`config.mk`:
```
export PLATFORM = sky130hd
export DESIGN_NAME = peak_qualifier
export DESIGN_NICKNAME = d
export VERILOG_FILES = /design/src/rtl/pkq_pkg.sv /design/src/rtl/pkq_qualifier.sv /design/src/rtl/pkq_stretch.sv /design/src/rtl/pkq_outgate.sv /design/src/rtl/peak_qualifier.sv
export SDC_FILE = /design/constraint.sdc
export NUM_CORES = 1
export LEC_CHECK = 0
export BUFFER_PORTS_ARGS = -buffer_cell sky130_fd_sc_hd__clkbuf_2
export CELL_PAD_IN_SITES_DETAIL_PLACEMENT = 1
export CELL_PAD_IN_SITES_GLOBAL_PLACEMENT = 1
export CORE_AREA = 2 2 39 41
export DETAILED_ROUTE_END_ITERATION = 10
export DIE_AREA = 0 0 41 43
export PLACE_DENSITY = 0.54
export SYNTH_ARGS = -nofsm -noshare
export SYNTH_HDL_FRONTEND = slang
export SYNTH_SLANG_ARGS = --single-unit
```
`constraint.sdc`:
```
create_clock -name clk -period 2.2 [get_ports clk]
set_input_delay 0.33 -clock clk [delete_from_list [all_inputs] [get_ports clk]]
set_output_delay 0.33 -clock clk [all_outputs]
set_load 0.01 [all_outputs]
```
`src/rtl/pkq_pkg.sv`:
```
`timescale 1ns/1ps
// Shared types for the peak qualifier.
// Assumes: one peak event per strobe, polarity carried as a single bit.
package pkq_pkg;

    // Stored sign of the last accepted peak
    typedef enum logic [1:0] {
        POL_NONE = 2'd0,
        POL_POS  = 2'd1,
        POL_NEG  = 2'd2
    } pol_e;

    // Channel operating modes
    typedef enum logic [2:0] {
        OPM_SLEEP = 3'd0,
        OPM_IDLE  = 3'd1,
        OPM_READ  = 3'd2,
        OPM_WRITE = 3'd3,
        OPM_SERVO = 3'd4
    } opm_e;

    // Integer division rounded up, at least one
    function automatic int ceil_cycles(input int span_ps, input int period_ps);
        int q;
        q = (span_ps + period_ps - 1) / period_ps;
        return (q < 1) ? 1 : q;
    endfunction

endpackage

```
`src/rtl/pkq_qualifier.sv`:
```
`timescale 1ns/1ps
// Decides whether a peak event is a data bit and tracks the sign of the
// last accepted peak. Assumes strobe and flags are synchronous to clk.
module pkq_qualifier
    import pkq_pkg::*;
(
    input  logic clk,
    input  logic rst_n,
    input  logic zc_strobe,
    input  logic peak_pos,
    input  logic over_thr,
    input  logic split_chk,
    output logic qual
);

    pol_e last_q;
    pol_e pol_now;
    logic alt_ok;

    // Classify the incoming peak and apply the selected rule
    always_comb begin
        pol_now = peak_pos ? POL_POS : POL_NEG;
        alt_ok  = (last_q == POL_NONE) || (last_q != pol_now);
        qual    = zc_strobe && over_thr && (split_chk || alt_ok);
    end

    // Remember the sign of each accepted peak
    always_ff @(posedge clk) begin
        if (!rst_n)
            last_q <= POL_NONE;
        else if (qual)
            last_q <= pol_now;
    end

    assert_hold_under_R5: assert property (@(posedge clk) disable iff (!rst_n)
        (zc_strobe && !over_thr) |=> $stable(last_q));

    assert_track_sign_R11: assert property (@(posedge clk) disable iff (!rst_n)
        qual |=> (last_q == ($past(peak_pos) ? POL_POS : POL_NEG)));

endmodule

```
`src/rtl/pkq_stretch.sv`:
```
`timescale 1ns/1ps
// Turns a single-cycle accept into a pulse of PULSE_CYC cycles; a new
// accept restarts the count. Assumes PULSE_CYC >= 1.
module pkq_stretch #(
    parameter int PULSE_CYC = 3
) (
    input  logic clk,
    input  logic rst_n,
    input  logic qual_in,
    output logic active
);

    localparam int CW = $clog2(PULSE_CYC + 1);

    logic [CW-1:0] cnt;

    // Load on accept, otherwise count down to zero
    always_ff @(posedge clk) begin
        if (!rst_n)
            cnt <= '0;
        else if (qual_in)
            cnt <= CW'(PULSE_CYC);
        else if (cnt != '0)
            cnt <= cnt - 1'b1;
    end

    // Pulse is running while the count is nonzero
    assign active = (cnt != '0);

    assert_restart_R10: assert property (@(posedge clk) disable iff (!rst_n)
        qual_in |=> (cnt == CW'(PULSE_CYC)));

    assert_idle_stays_R6: assert property (@(posedge clk) disable iff (!rst_n)
        (!qual_in && cnt == '0) |=> !active);

endmodule

```
`src/rtl/pkq_outgate.sv`:
```
`timescale 1ns/1ps
// Registers the mode-based output enable and forms the active-low pin.
// Assumes op_mode is steady for at least one cycle before it matters.
module pkq_outgate
    import pkq_pkg::*;
(
    input  logic       clk,
    input  logic       rst_n,
    input  logic [2:0] op_mode,
    input  logic       active,
    output logic       rd_pulse_n
);

    logic en_q;
    logic en_d;

    // Output drives only in idle and servo modes
    always_comb begin
        en_d = (opm_e'(op_mode) == OPM_IDLE) || (opm_e'(op_mode) == OPM_SERVO);
    end

    // Hold the enable for one cycle
    always_ff @(posedge clk) begin
        if (!rst_n)
            en_q <= 1'b0;
        else
            en_q <= en_d;
    end

    // Low only while pulsing and enabled
    assign rd_pulse_n = !(active && en_q);

    assert_quiet_mode_R8: assert property (@(posedge clk) disable iff (!rst_n)
        !((op_mode == 3'd1) || (op_mode == 3'd4)) |=> rd_pulse_n);

endmodule

```
`src/rtl/peak_qualifier.sv`:
```
`timescale 1ns/1ps
// Top of the peak polarity pulse qualifier: rule selection, pulse
// stretching and mode gating. Assumes inputs synchronous to clk.
module peak_qualifier
    import pkq_pkg::*;
#(
    parameter int CLK_PERIOD_PS = 10000,
    parameter int PULSE_PS      = 24000
) (
    input  logic       clk,
    input  logic       rst_n,
    input  logic       zc_strobe,
    input  logic       peak_pos,
    input  logic       over_thr,
    input  logic       split_chk,
    input  logic [2:0] op_mode,
    output logic       rd_pulse_n
);

    localparam int PULSE_CYC = ceil_cycles(PULSE_PS, CLK_PERIOD_PS);

    logic qual;
    logic active;

    pkq_qualifier u_qual (
        .clk       (clk),
        .rst_n     (rst_n),
        .zc_strobe (zc_strobe),
        .peak_pos  (peak_pos),
        .over_thr  (over_thr),
        .split_chk (split_chk),
        .qual      (qual)
    );

    pkq_stretch #(.PULSE_CYC(PULSE_CYC)) u_stretch (
        .clk     (clk),
        .rst_n   (rst_n),
        .qual_in (qual),
        .active  (active)
    );

    pkq_outgate u_gate (
        .clk        (clk),
        .rst_n      (rst_n),
        .op_mode    (op_mode),
        .active     (active),
        .rd_pulse_n (rd_pulse_n)
    );

    assert_no_pulse_without_strobe_R6: assert property (@(posedge clk) disable iff (!rst_n)
        (!zc_strobe && rd_pulse_n) |=> rd_pulse_n);

endmodule

```
==> impl_metrics.csv, run 1 <==
group,metric,value,unit
route,vias,248,
pwr,pwr-share-clk,0.315,
pwr,pwr-share-comb,0.345,
worst_setup_path,start_kind,"flop",
finish,drive_above_1_share,0.349,
logic_synthesis,syn_area,263,sq um
die,die_w,41,microns
job,drv_cap,0,
route,post-route-drc-count,0,
clocking,cts-resized-gates,0,
grt,track_usage,0.0876,
clocking,tritoncts,"done",
die,die_y,43,microns
logic_synthesis,yosys.cell_types.count,16,
clocking,clock-sinks,5,
grt,grt_max_degree,5,
finish,nNetsFinal,54,
sta,max_freq,685,MHz
worst_setup_path,path_class,"reg -> out",
worst_setup_path,crit_required,1.87,ns
place,dp_hpwl,447,microns
sta,setup-tns-final,0,ns
sta,rsz0062_at_grt,"no",
clocking,clock_tree.buffer_depth,2,
route,drtIter0Drc,1,
sta,hold_viol,0,
route,vias_per_cell,4.20,
worst_setup_path,crit_fanout,4,
pwr,p_leak,0.148,nW
logic_synthesis,synth_nets,40,
worst_setup_path,end_kind,"output pin",
grt,grt_pass1_vias,278,
finish,antennaDiodeCount,0,
finish,regArea,100,sq um
clocking,clk-insertion-delay-late,0.24,ns
sta,drv_slew,0,
route,drt_pass1_iterations,2,
sta,max_slew.worst_pin.slew,0.203,ns
pwr,ir_worst_vdd,298,uV
finish,multi_input_area,151,sq um
clocking,hold_buffers,0,
die,rows,14,
pwr,p_int,0.235,mW
pwr,switching_share,0.312,
clocking,clk_pin_slew,0.05,ns
pwr,power_density,964,nW/um^2
die,start_util,0.190,
logic_synthesis,netlist_top_cells_area,"dfxtp_1, xnor2_1, a211oi_1",
grt,grt_antenna_before_repair,0,
logic_synthesis,synth_top_cell_by_area,"dfxtp_1",
die,core_area,1380,sq um
pwr,p_sw,0.106,mW
logic_synthesis,synthCells,30,
sta,relSlewSlack,0.864,
logic_synthesis,synth-warning-count,0,
sta,setup_viol,0,
die,die_area,1760,sq um
clocking,cts-htree-levels,1,
clocking,post-cts-setup-buffer-count,0,
sta,finClkSkew,0.00352,ns
clocking,cts-root-buf,"clkbuf_4",
route,wirelength,531,microns
outcome,outcome,"complete, no violations",
place,gp_congestion,0.688,
route,avgRoutedWirePerCell,9.00,microns
die,io_pins,10,
logic_synthesis,synthDominantCellAreaShare,0.381,
place,port_buffers,9,
worst_setup_path,critPathArrivalTime,1.13,ns
logic_synthesis,syn-mean-instance-area,8.76,sq um
grt,gr-total-overflow,0,
hold_path,hold_path_class,"in -> reg",
sta,post-route-min-period,1.46,ns
clocking,cts_buffers,3,
sta,period_share,0.663,
finish,fin_util,0.256,
logic_synthesis,ys_seq_elements,5,
finish,fill_cells,174,
finish,syn_to_final_growth,34.8,%
grt,grt_pass1_wl,966,microns
logic_synthesis,ys_seq_area_frac,0.381,
route,ant_nets,0,
pwr,pwr-share-seq,0.339,
## cell type report
class | count | share of cell area
well taps | 16 | 0.0565
repair buffers | 9 | 0.127
inverters | 3 | 0.0318
clock buffers | 4 | 0.0742
flip-flops and latches | 5 | 0.283
multi-input cells | 22 | 0.428
## sequential cells by signal, summed over array words and instances (netlist names)
| signal | flops |
|---|---|
| u_qual.last_q | 2 |
| u_stretch.cnt | 2 |
| u_gate.en_q | 1 |
## Yosys cell counts
cell / number
inv_1: 3
or2_2: 1
xnor2_1: 2
ha_1: 1
a21boi_0: 1
a221oi_2: 1
nand2b_1: 2
dfxtp_1: 5
nand3b_1: 1
nand3_1: 1
nor3_1: 2
a211oi_1: 2
or2b_2: 1
nand2_1: 4
a21oi_1: 2
or3b_1: 1
## power groups by stage
stage	Clock (mW)	Combinational [mW]	Sequential [mW]
floorplan	0	0.0935	0.116
global placement	0	0.120	0.117
detailed placement	0	0.121	0.118
CTS	0.115	0.122	0.116
global route	0.122	0.141	0.119
finish	0.108	0.118	0.116
## cell families after synthesis
logic type      count (synthesis)  share of synthesized area
compound gates                  6                      0.181
xor+xnor                        2                     0.0667
fa+ha+maj                       1                     0.0476
buf+inv                         3                     0.0429
flops                           5                      0.381
simple gates                   13                      0.281
## stage by stage
| stage | hold slack [ns] | power (mW) | instances | setup WS, ns | instance area, sq um |
|---|---|---|---|---|---|
| after floorplan | 0.407 | 0.210 | 30 | 0.881 | 263 |
| after global placement | 0.455 | 0.238 | 55 | 0.836 | 328 |
| after detailed placement | 0.460 | 0.238 | 55 | 0.829 | 328 |
| after CTS | 0.236 | 0.353 | 59 | 0.713 | 354 |
| after global routing | 0.239 | 0.382 | 59 | 0.645 | 354 |
| final | 0.244 | 0.341 | 59 | 0.741 | 354 |
## per-layer routing
metal	routed length [microns]	share of wire	track usage	up-vias
li1	-	-	-	128
met1	212	0.40	0.0844	111
met2	273	0.51	0.134	7
met3	40	0.075	0.0628	2
met4	5	0.0094	0.0400	0
met5	0	0	0	-
## worst paths after layout
| kind | endpoint | cells after the start | slack, ns | start |
|---|---|---|---|---|
| worst max register to register | u_stretch.cnt[1]$_SDFFE_PN0P_ | 5 | 0.84 | u_stretch.cnt[0]$_SDFFE_PN0P_ |
| worst min register to register | u_qual.last_q[1]$_SDFFE_PN0P_ | 2 | 0.46 | u_qual.last_q[1]$_SDFFE_PN0P_ |
| worst min-delay path | u_gate.en_q$_SDFF_PN0_ | 2 | 0.24 | op_mode[1] |
| worst max-delay path | rd_pulse_n | 4 | 0.74 | u_stretch.cnt[0]$_SDFFE_PN0P_ |
## critical path, cell delays in order (launching register included)
cell	delay, ns
dfxtp_1	0.33
inv_1	0.05
ha_1	0.23
nand2b_1	0.15
clkbuf_2	0.12
## layout by cell type (no fill, tap or decap)
cell type,count
or3b_1,1
a21boi_0,1
clkbuf_1,1
inv_1,3
a211oi_1,2
nand2b_1,2
nand2_1,4
nand3_1,1
clkbuf_4,3
nand3b_1,1
dfxtp_1,5
xnor2_1,2
or2_2,1
a21oi_1,2
ha_1,1
a221oi_2,1
or2b_2,1
clkbuf_2,9
nor3_1,2
No activity file was read; power rests on OpenSTA's default activity.
==> run 2: changes to the inputs <==
- ABC_AREA: default -> 1
- clock period: 2.2 -> 1.4 ns (I/O delays scaled with it)
==> impl_metrics.csv, run 2 <==
group,metric,value,unit
outcome,outcome,"complete, no violations",
logic_synthesis,synth_nets,45,
logic_synthesis,async_flop_share,0,
sta,max_slew.worst_pin.slew,0.169,ns
finish,syn_to_final_growth,37.0,%
worst_setup_path,critPathMaxStageDelay,0.32,ns
clocking,hold_buffers,0,
pwr,switching_share,0.302,
sta,rsz0062_at_grt,"no",
pwr,ir_worst_vdd,466,uV
worst_setup_path,path_class,"reg -> out",
clocking,cts-root-buf,"clkbuf_4",
route,wirelength,487,microns
logic_synthesis,synth_edf_count,0,
place,dp_hpwl,428,microns
clocking,tritoncts,"done",
clocking,clock-sinks,5,
logic_synthesis,syn_area,250,sq um
logic_synthesis,ys_seq_elements,5,
hold_path,hold_depth,2,
sta,post-route-min-period,1.27,ns
sta,relSlewSlack,0.887,
place,post_dp_cell_area,315,sq um
pwr,pwr-share-comb,0.270,
grt,grt_max_degree,5,
hold_path,min-delay-start,"op_mode[0]",
die,die_area,1760,sq um
sta,hold_viol,0,
worst_setup_path,start_kind,"flop",
place,gp_congestion,0.645,
grt,gr-usage-met2,0.113,
die,die_y,43,microns
worst_setup_path,r2r_end,"u_stretch.cnt[1]$_SDFFE_PN0P_",
pwr,power_density,1420,nW/um^2
route,post-route-drc-count,0,
die,start_util,0.181,
job,drv_cap,0,
logic_synthesis,yosys.cell_types.count,13,
sta,period_share,0.905,
die,io_pins,10,
clocking,clk-insertion-delay-late,0.24,ns
finish,antennaDiodeCount,0,
grt,grt_pass1_vias,246,
pwr,p_int,0.340,mW
sta,max_freq,790,MHz
pwr,power.total,0.487,mW
logic_synthesis,netlist_top_cells_area,"dfxtp_1, inv_1, nand2_1",
worst_setup_path,cp_num_buf_inv,3,
logic_synthesis,synth_top_cell_by_area,"dfxtp_1",
logic_synthesis,synthDominantCellAreaShare,0.400,
die,core_area,1380,sq um
pwr,p_leak,0.178,nW
clocking,cts-htree-levels,1,
worst_setup_path,crit_required,1.19,ns
sta,finClkSkew,0.00324,ns
grt,grtUsageMet3,0.0314,
hold_path,worstHoldEndpoint,"u_gate.en_q$_SDFF_PN0_",
finish,fill_cells,180,
logic_synthesis,synth_commonest_cells,"inv_1, nand2_1, dfxtp_1",
place,port_buffers,9,
logic_synthesis,syn-mean-instance-area,7.15,sq um
clocking,post-cts-setup-buffer-count,0,
logic_synthesis,ys.flop_type,"dfxtp_1",
clocking,clock_tree.buffer_depth,2,
die,rows,14,
worst_setup_path,rr_worst_depth,5,
worst_setup_path,crit_slowest_cell,"dfxtp_2",
worst_setup_path,crit_fanout,3,
sta,whs,0.158,ns
finish,largestRegisters,"u_qual.last_q (2), u_stretch.cnt (2), u_gate.en_q (1)",
finish,drive_above_1_share,0.333,
worst_setup_path,critPathArrivalTime,1.06,ns
die,die_w,41,microns
finish,final_cell_mix,"clkbuf_2, inv_1, nand2_1",
clocking,cts_buffers,3,
worst_setup_path,r2r_start,"u_stretch.cnt[0]$_SDFFE_PN0P_",
logic_synthesis,synthCells,35,
logic_synthesis,ys_seq_area_frac,0.400,
grt,gr-total-overflow,0,
route,drtIter0Drc,2,
sta,drv_slew,0,
finish,fin_util,0.248,
clocking,cts-resized-gates,0,
grt,grt_pass1_wl,903,microns
worst_setup_path,end_kind,"output pin",
worst_setup_path,r2r_setup_slack,0.39,ns
hold_path,hold_path_class,"in -> reg",
grt,busiest_layer,"met2",
pwr,pwr-share-seq,0.381,
grt,use_met1,0.0836,
logic_synthesis,synth-warning-count,0,
route,vias,244,
pwr,p_sw,0.147,mW
finish,stdcell_area,343,sq um
route,drt_pass1_iterations,3,
logic_synthesis,yosysMostFrequentCell,"inv_1",
finish,nNetsFinal,59,
finish,layout_commonest_cell,"clkbuf_2",
pwr,pwr-share-clk,0.349,
route,vias_per_cell,3.81,
route,ant_nets,0,
clocking,clk_pin_slew,0.05,ns
sta,setup-tns-final,0,ns
grt,grt_antenna_before_repair,0,
worst_setup_path,path_cells,"inv_1 > ha_1 > inv_2 > nand2_1 > clkbuf_2",
route,avgRoutedWirePerCell,7.61,microns
sta,setup_viol,0,
worst_setup_path,path_delay_family,"flip-flops",
grt,track_usage,0.0803,
[run 2: worst max-delay path by stage]
stage          slack, ns  depth (start not counted)                           from                            end
2_1_floorplan       0.46                          5  u_stretch.cnt[0]$_SDFFE_PN0P_  u_stretch.cnt[1]$_SDFFE_PN0P_
3_3_place_gp        0.37                          5  u_stretch.cnt[0]$_SDFFE_PN0P_                     rd_pulse_n
3_5_place_dp        0.35                          5  u_stretch.cnt[0]$_SDFFE_PN0P_                     rd_pulse_n
4_1_cts             0.07                          5  u_stretch.cnt[0]$_SDFFE_PN0P_                     rd_pulse_n
5_1_grt             0.03                          5  u_stretch.cnt[0]$_SDFFE_PN0P_                     rd_pulse_n
6_report            0.13                          5  u_stretch.cnt[0]$_SDFFE_PN0P_                     rd_pulse_n
[run 2: metal layers]
| layer | part of all wire | vias to the layer above |
|---|---|---|
| li1 | - | 133 |
| met5 | 0 | - |
| met1 | 0.43 | 106 |
| met2 | 0.54 | 5 |
| met4 | 0 | 0 |
| met3 | 0.033 | 0 |
[run 2: cell families (layout without fill, tap and decap cells)]
kind of cell,after synthesis,in the layout,synth area share
XOR/XNOR,1,1,0.0350
AO/OA/AOI/OAI,7,7,0.175
adder cells (fa/ha/maj),1,1,0.0500
flip-flops,5,5,0.400
buffers and inverters,9,22,0.135
AND/OR/NAND/NOR,12,12,0.205
[run 2: worst register-to-register path, stage by stage, from the launching register on]
cell and delay (ns):
dfxtp_2 0.32, inv_1 0.04, ha_1 0.28, nand2_1 0.06, o21ai_0 0.08, a21oi_1 0.15
[run 2: power groups by stage]
stage	sequential [mW]	clock [mW]	combinational (mW)
6_report	0.186	0.170	0.132
5_1_grt	0.191	0.187	0.166
4_1_cts	0.185	0.180	0.133
3_5_place_dp	0.187	0	0.131
3_3_place_gp	0.185	0	0.128
2_1_floorplan	0.183	0	0.0959
[run 2: final cells by class]
class	count	area [sq um]	area share
Sequential cell	5	101	0.296
Timing Repair Buffer	9	45.0	0.131
Tap cell	16	20.0	0.0584
Multi-Input combinational cell	21	116	0.339
Clock buffer	4	26.3	0.0766
Inverter	9	33.8	0.0985
[run 2: per-stage QoR]
stage,std cells,worst slack (ns)
2_1_floorplan,35,0.464
3_3_place_gp,60,0.367
3_5_place_dp,60,0.345
4_1_cts,64,0.0732
5_1_grt,64,0.0293
6_report,64,0.133
==> run 3: changes to the inputs <==
- ABC_AREA: 1 -> default
==> impl_metrics.csv, run 3 (synthesis results as in run 1) <==
group,metric,value,unit
outcome,outcome,"complete, no violations",
worst_setup_path,crit_fanout,3,
worst_setup_path,path_delay_family,"flip-flops",
die,die_area,1760,sq um
sta,drv_slew,0,
worst_setup_path,path_cells,"inv_2 > ha_4 > buf_6 > nand2b_1 > buf_2",
worst_setup_path,critPathArrivalTime,1.12,ns
clocking,cts_buffers,3,
grt,grt_pass1_wl,1.04,mm
finish,drive_above_1_share,0.489,
finish,layout_commonest_cell,"clkbuf_2",
pwr,ir_worst_vdd,608,uV
finish,stdcell_area,388,sq um
die,io_pins,10,
worst_setup_path,end_kind,"output pin",
worst_setup_path,r2r_end,"u_stretch.cnt[1]$_SDFFE_PN0P_",
sta,max_slew.worst_pin.slew,0.211,ns
clocking,clock_tree.buffer_depth,2,
worst_setup_path,start_kind,"flop",
job,drv_cap,0,
place,port_buffers,9,
route,wirelength,572,microns
pwr,p_leak,0.157,nW
sta,hold_viol,0,
die,core_area,1380,sq um
route,post-route-drc-count,0,
finish,syn_to_final_growth,47.6,%
route,vias_per_cell,4.20,
finish,nNetsFinal,56,
place,gp_congestion,0.637,
die,die_w,41,microns
worst_setup_path,rr_worst_depth,5,
finish,antennaDiodeCount,0,
finish,final_cell_mix,"clkbuf_2, nand2_1, clkbuf_4, dfxtp_1",
worst_setup_path,crit_required,1.19,ns
clocking,clk-insertion-delay-late,0.24,ns
sta,setup_viol,0,
place,dp_hpwl,448,microns
finish,largestRegisters,"u_qual.last_q (2), u_stretch.cnt (2), u_gate.en_q (1)",
worst_setup_path,cp_num_buf_inv,3,
sta,rsz0062_at_grt,"no",
sta,post-route-min-period,1.33,ns
sta,period_share,0.951,
sta,relSlewSlack,0.858,
pwr,power_density,1620,nW/um^2
sta,setup-tns-final,0,ns
place,post_dp_cell_area,335,sq um
die,rows,14,
worst_setup_path,r2r_setup_slack,0.09,ns
pwr,power.total,0.629,mW
worst_setup_path,crit_slowest_cell,"dfxtp_2",
clocking,cts-htree-levels,1,
clocking,cts-root-buf,"clkbuf_4",
grt,track_usage,0.0905,
clocking,clock-sinks,5,
worst_setup_path,r2r_start,"u_stretch.cnt[1]$_SDFFE_PN0P_",
clocking,tritoncts,"done",
route,drt_pass1_iterations,4,
grt,grt_pass1_vias,282,
die,start_util,0.190,
hold_path,hold_path_class,"in -> reg",
worst_setup_path,critPathMaxStageDelay,0.32,ns
die,die_y,43,microns
grt,grt_max_degree,5,
sta,finClkSkew,0.000932,ns
clocking,clk_pin_slew,0.05,ns
worst_setup_path,path_class,"reg -> out",
hold_path,hold_depth,2,
route,drtIter0Drc,3,
grt,gr-total-overflow,0,
route,vias,256,
route,ant_nets,0,
hold_path,min-delay-start,"op_mode[1]",
grt,grt_antenna_before_repair,0,
route,avgRoutedWirePerCell,9.38,microns
sta,max_freq,751,MHz
hold_path,worstHoldEndpoint,"u_gate.en_q$_SDFF_PN0_",
## run 3: area by class of cell
class | count | area, sq um
clock buffers | 4 | 26.3
well taps | 16 | 20.0
repair buffers | 11 | 63.8
inverters | 3 | 11.3
fillers | 177 | 996
multi-input cells | 22 | 164
flip-flops and latches | 5 | 103
## run 3: what timing repair did
item                                    in CTS  in global routing
pin swaps                                    0                  1
resized for setup                            2                  6
endpoints found under the setup margin       1                  2
hold buffers                                 0                  0
setup buffers                                1                  0
## run 3: worst max-delay path by stage
stage | to | depth (start not counted) | start | slack [ns]
floorplan | u_stretch.cnt[1]$_SDFFE_PN0P_ | 5 | u_stretch.cnt[0]$_SDFFE_PN0P_ | 0.08
global placement | u_stretch.cnt[1]$_SDFFE_PN0P_ | 5 | u_stretch.cnt[0]$_SDFFE_PN0P_ | 0.03
detailed placement | u_stretch.cnt[1]$_SDFFE_PN0P_ | 5 | u_stretch.cnt[0]$_SDFFE_PN0P_ | 0.04
CTS | rd_pulse_n | 5 | u_stretch.cnt[1]$_SDFFE_PN0P_ | 0.02
global route | rd_pulse_n | 5 | u_stretch.cnt[0]$_SDFFE_PN0P_ | 0.01
finish | rd_pulse_n | 5 | u_stretch.cnt[0]$_SDFFE_PN0P_ | 0.07
## run 3: power breakdown
part	internal [mW]	switching, mW	total (mW)
registers	0.174	0.0143	0.188
logic	0.150	0.124	0.274
clock network	0.108	0.0592	0.167
total	0.432	0.198	0.629
## run 3: per-layer routing
layer | global-route usage | vias to the layer above | routed length (microns)
li1 | - | 134 | -
met1 | 0.0906 | 115 | 235
met2 | 0.147 | 5 | 299
met3 | 0.0314 | 2 | 32
met4 | 0.0600 | 0 | 5
met5 | 0 | - | 0
## run 3: per-stage QoR
step	util	std cells	hold WS, ns	setup slack, ns
2_1_floorplan	-	30	0.287	0.0812
3_3_place_gp	0.242	56	0.378	0.0337
3_5_place_dp	0.242	56	0.380	0.0359
4_1_cts	0.269	61	0.121	0.0196
5_1_grt	0.280	61	0.125	0.0113
6_report	0.280	61	0.128	0.0684
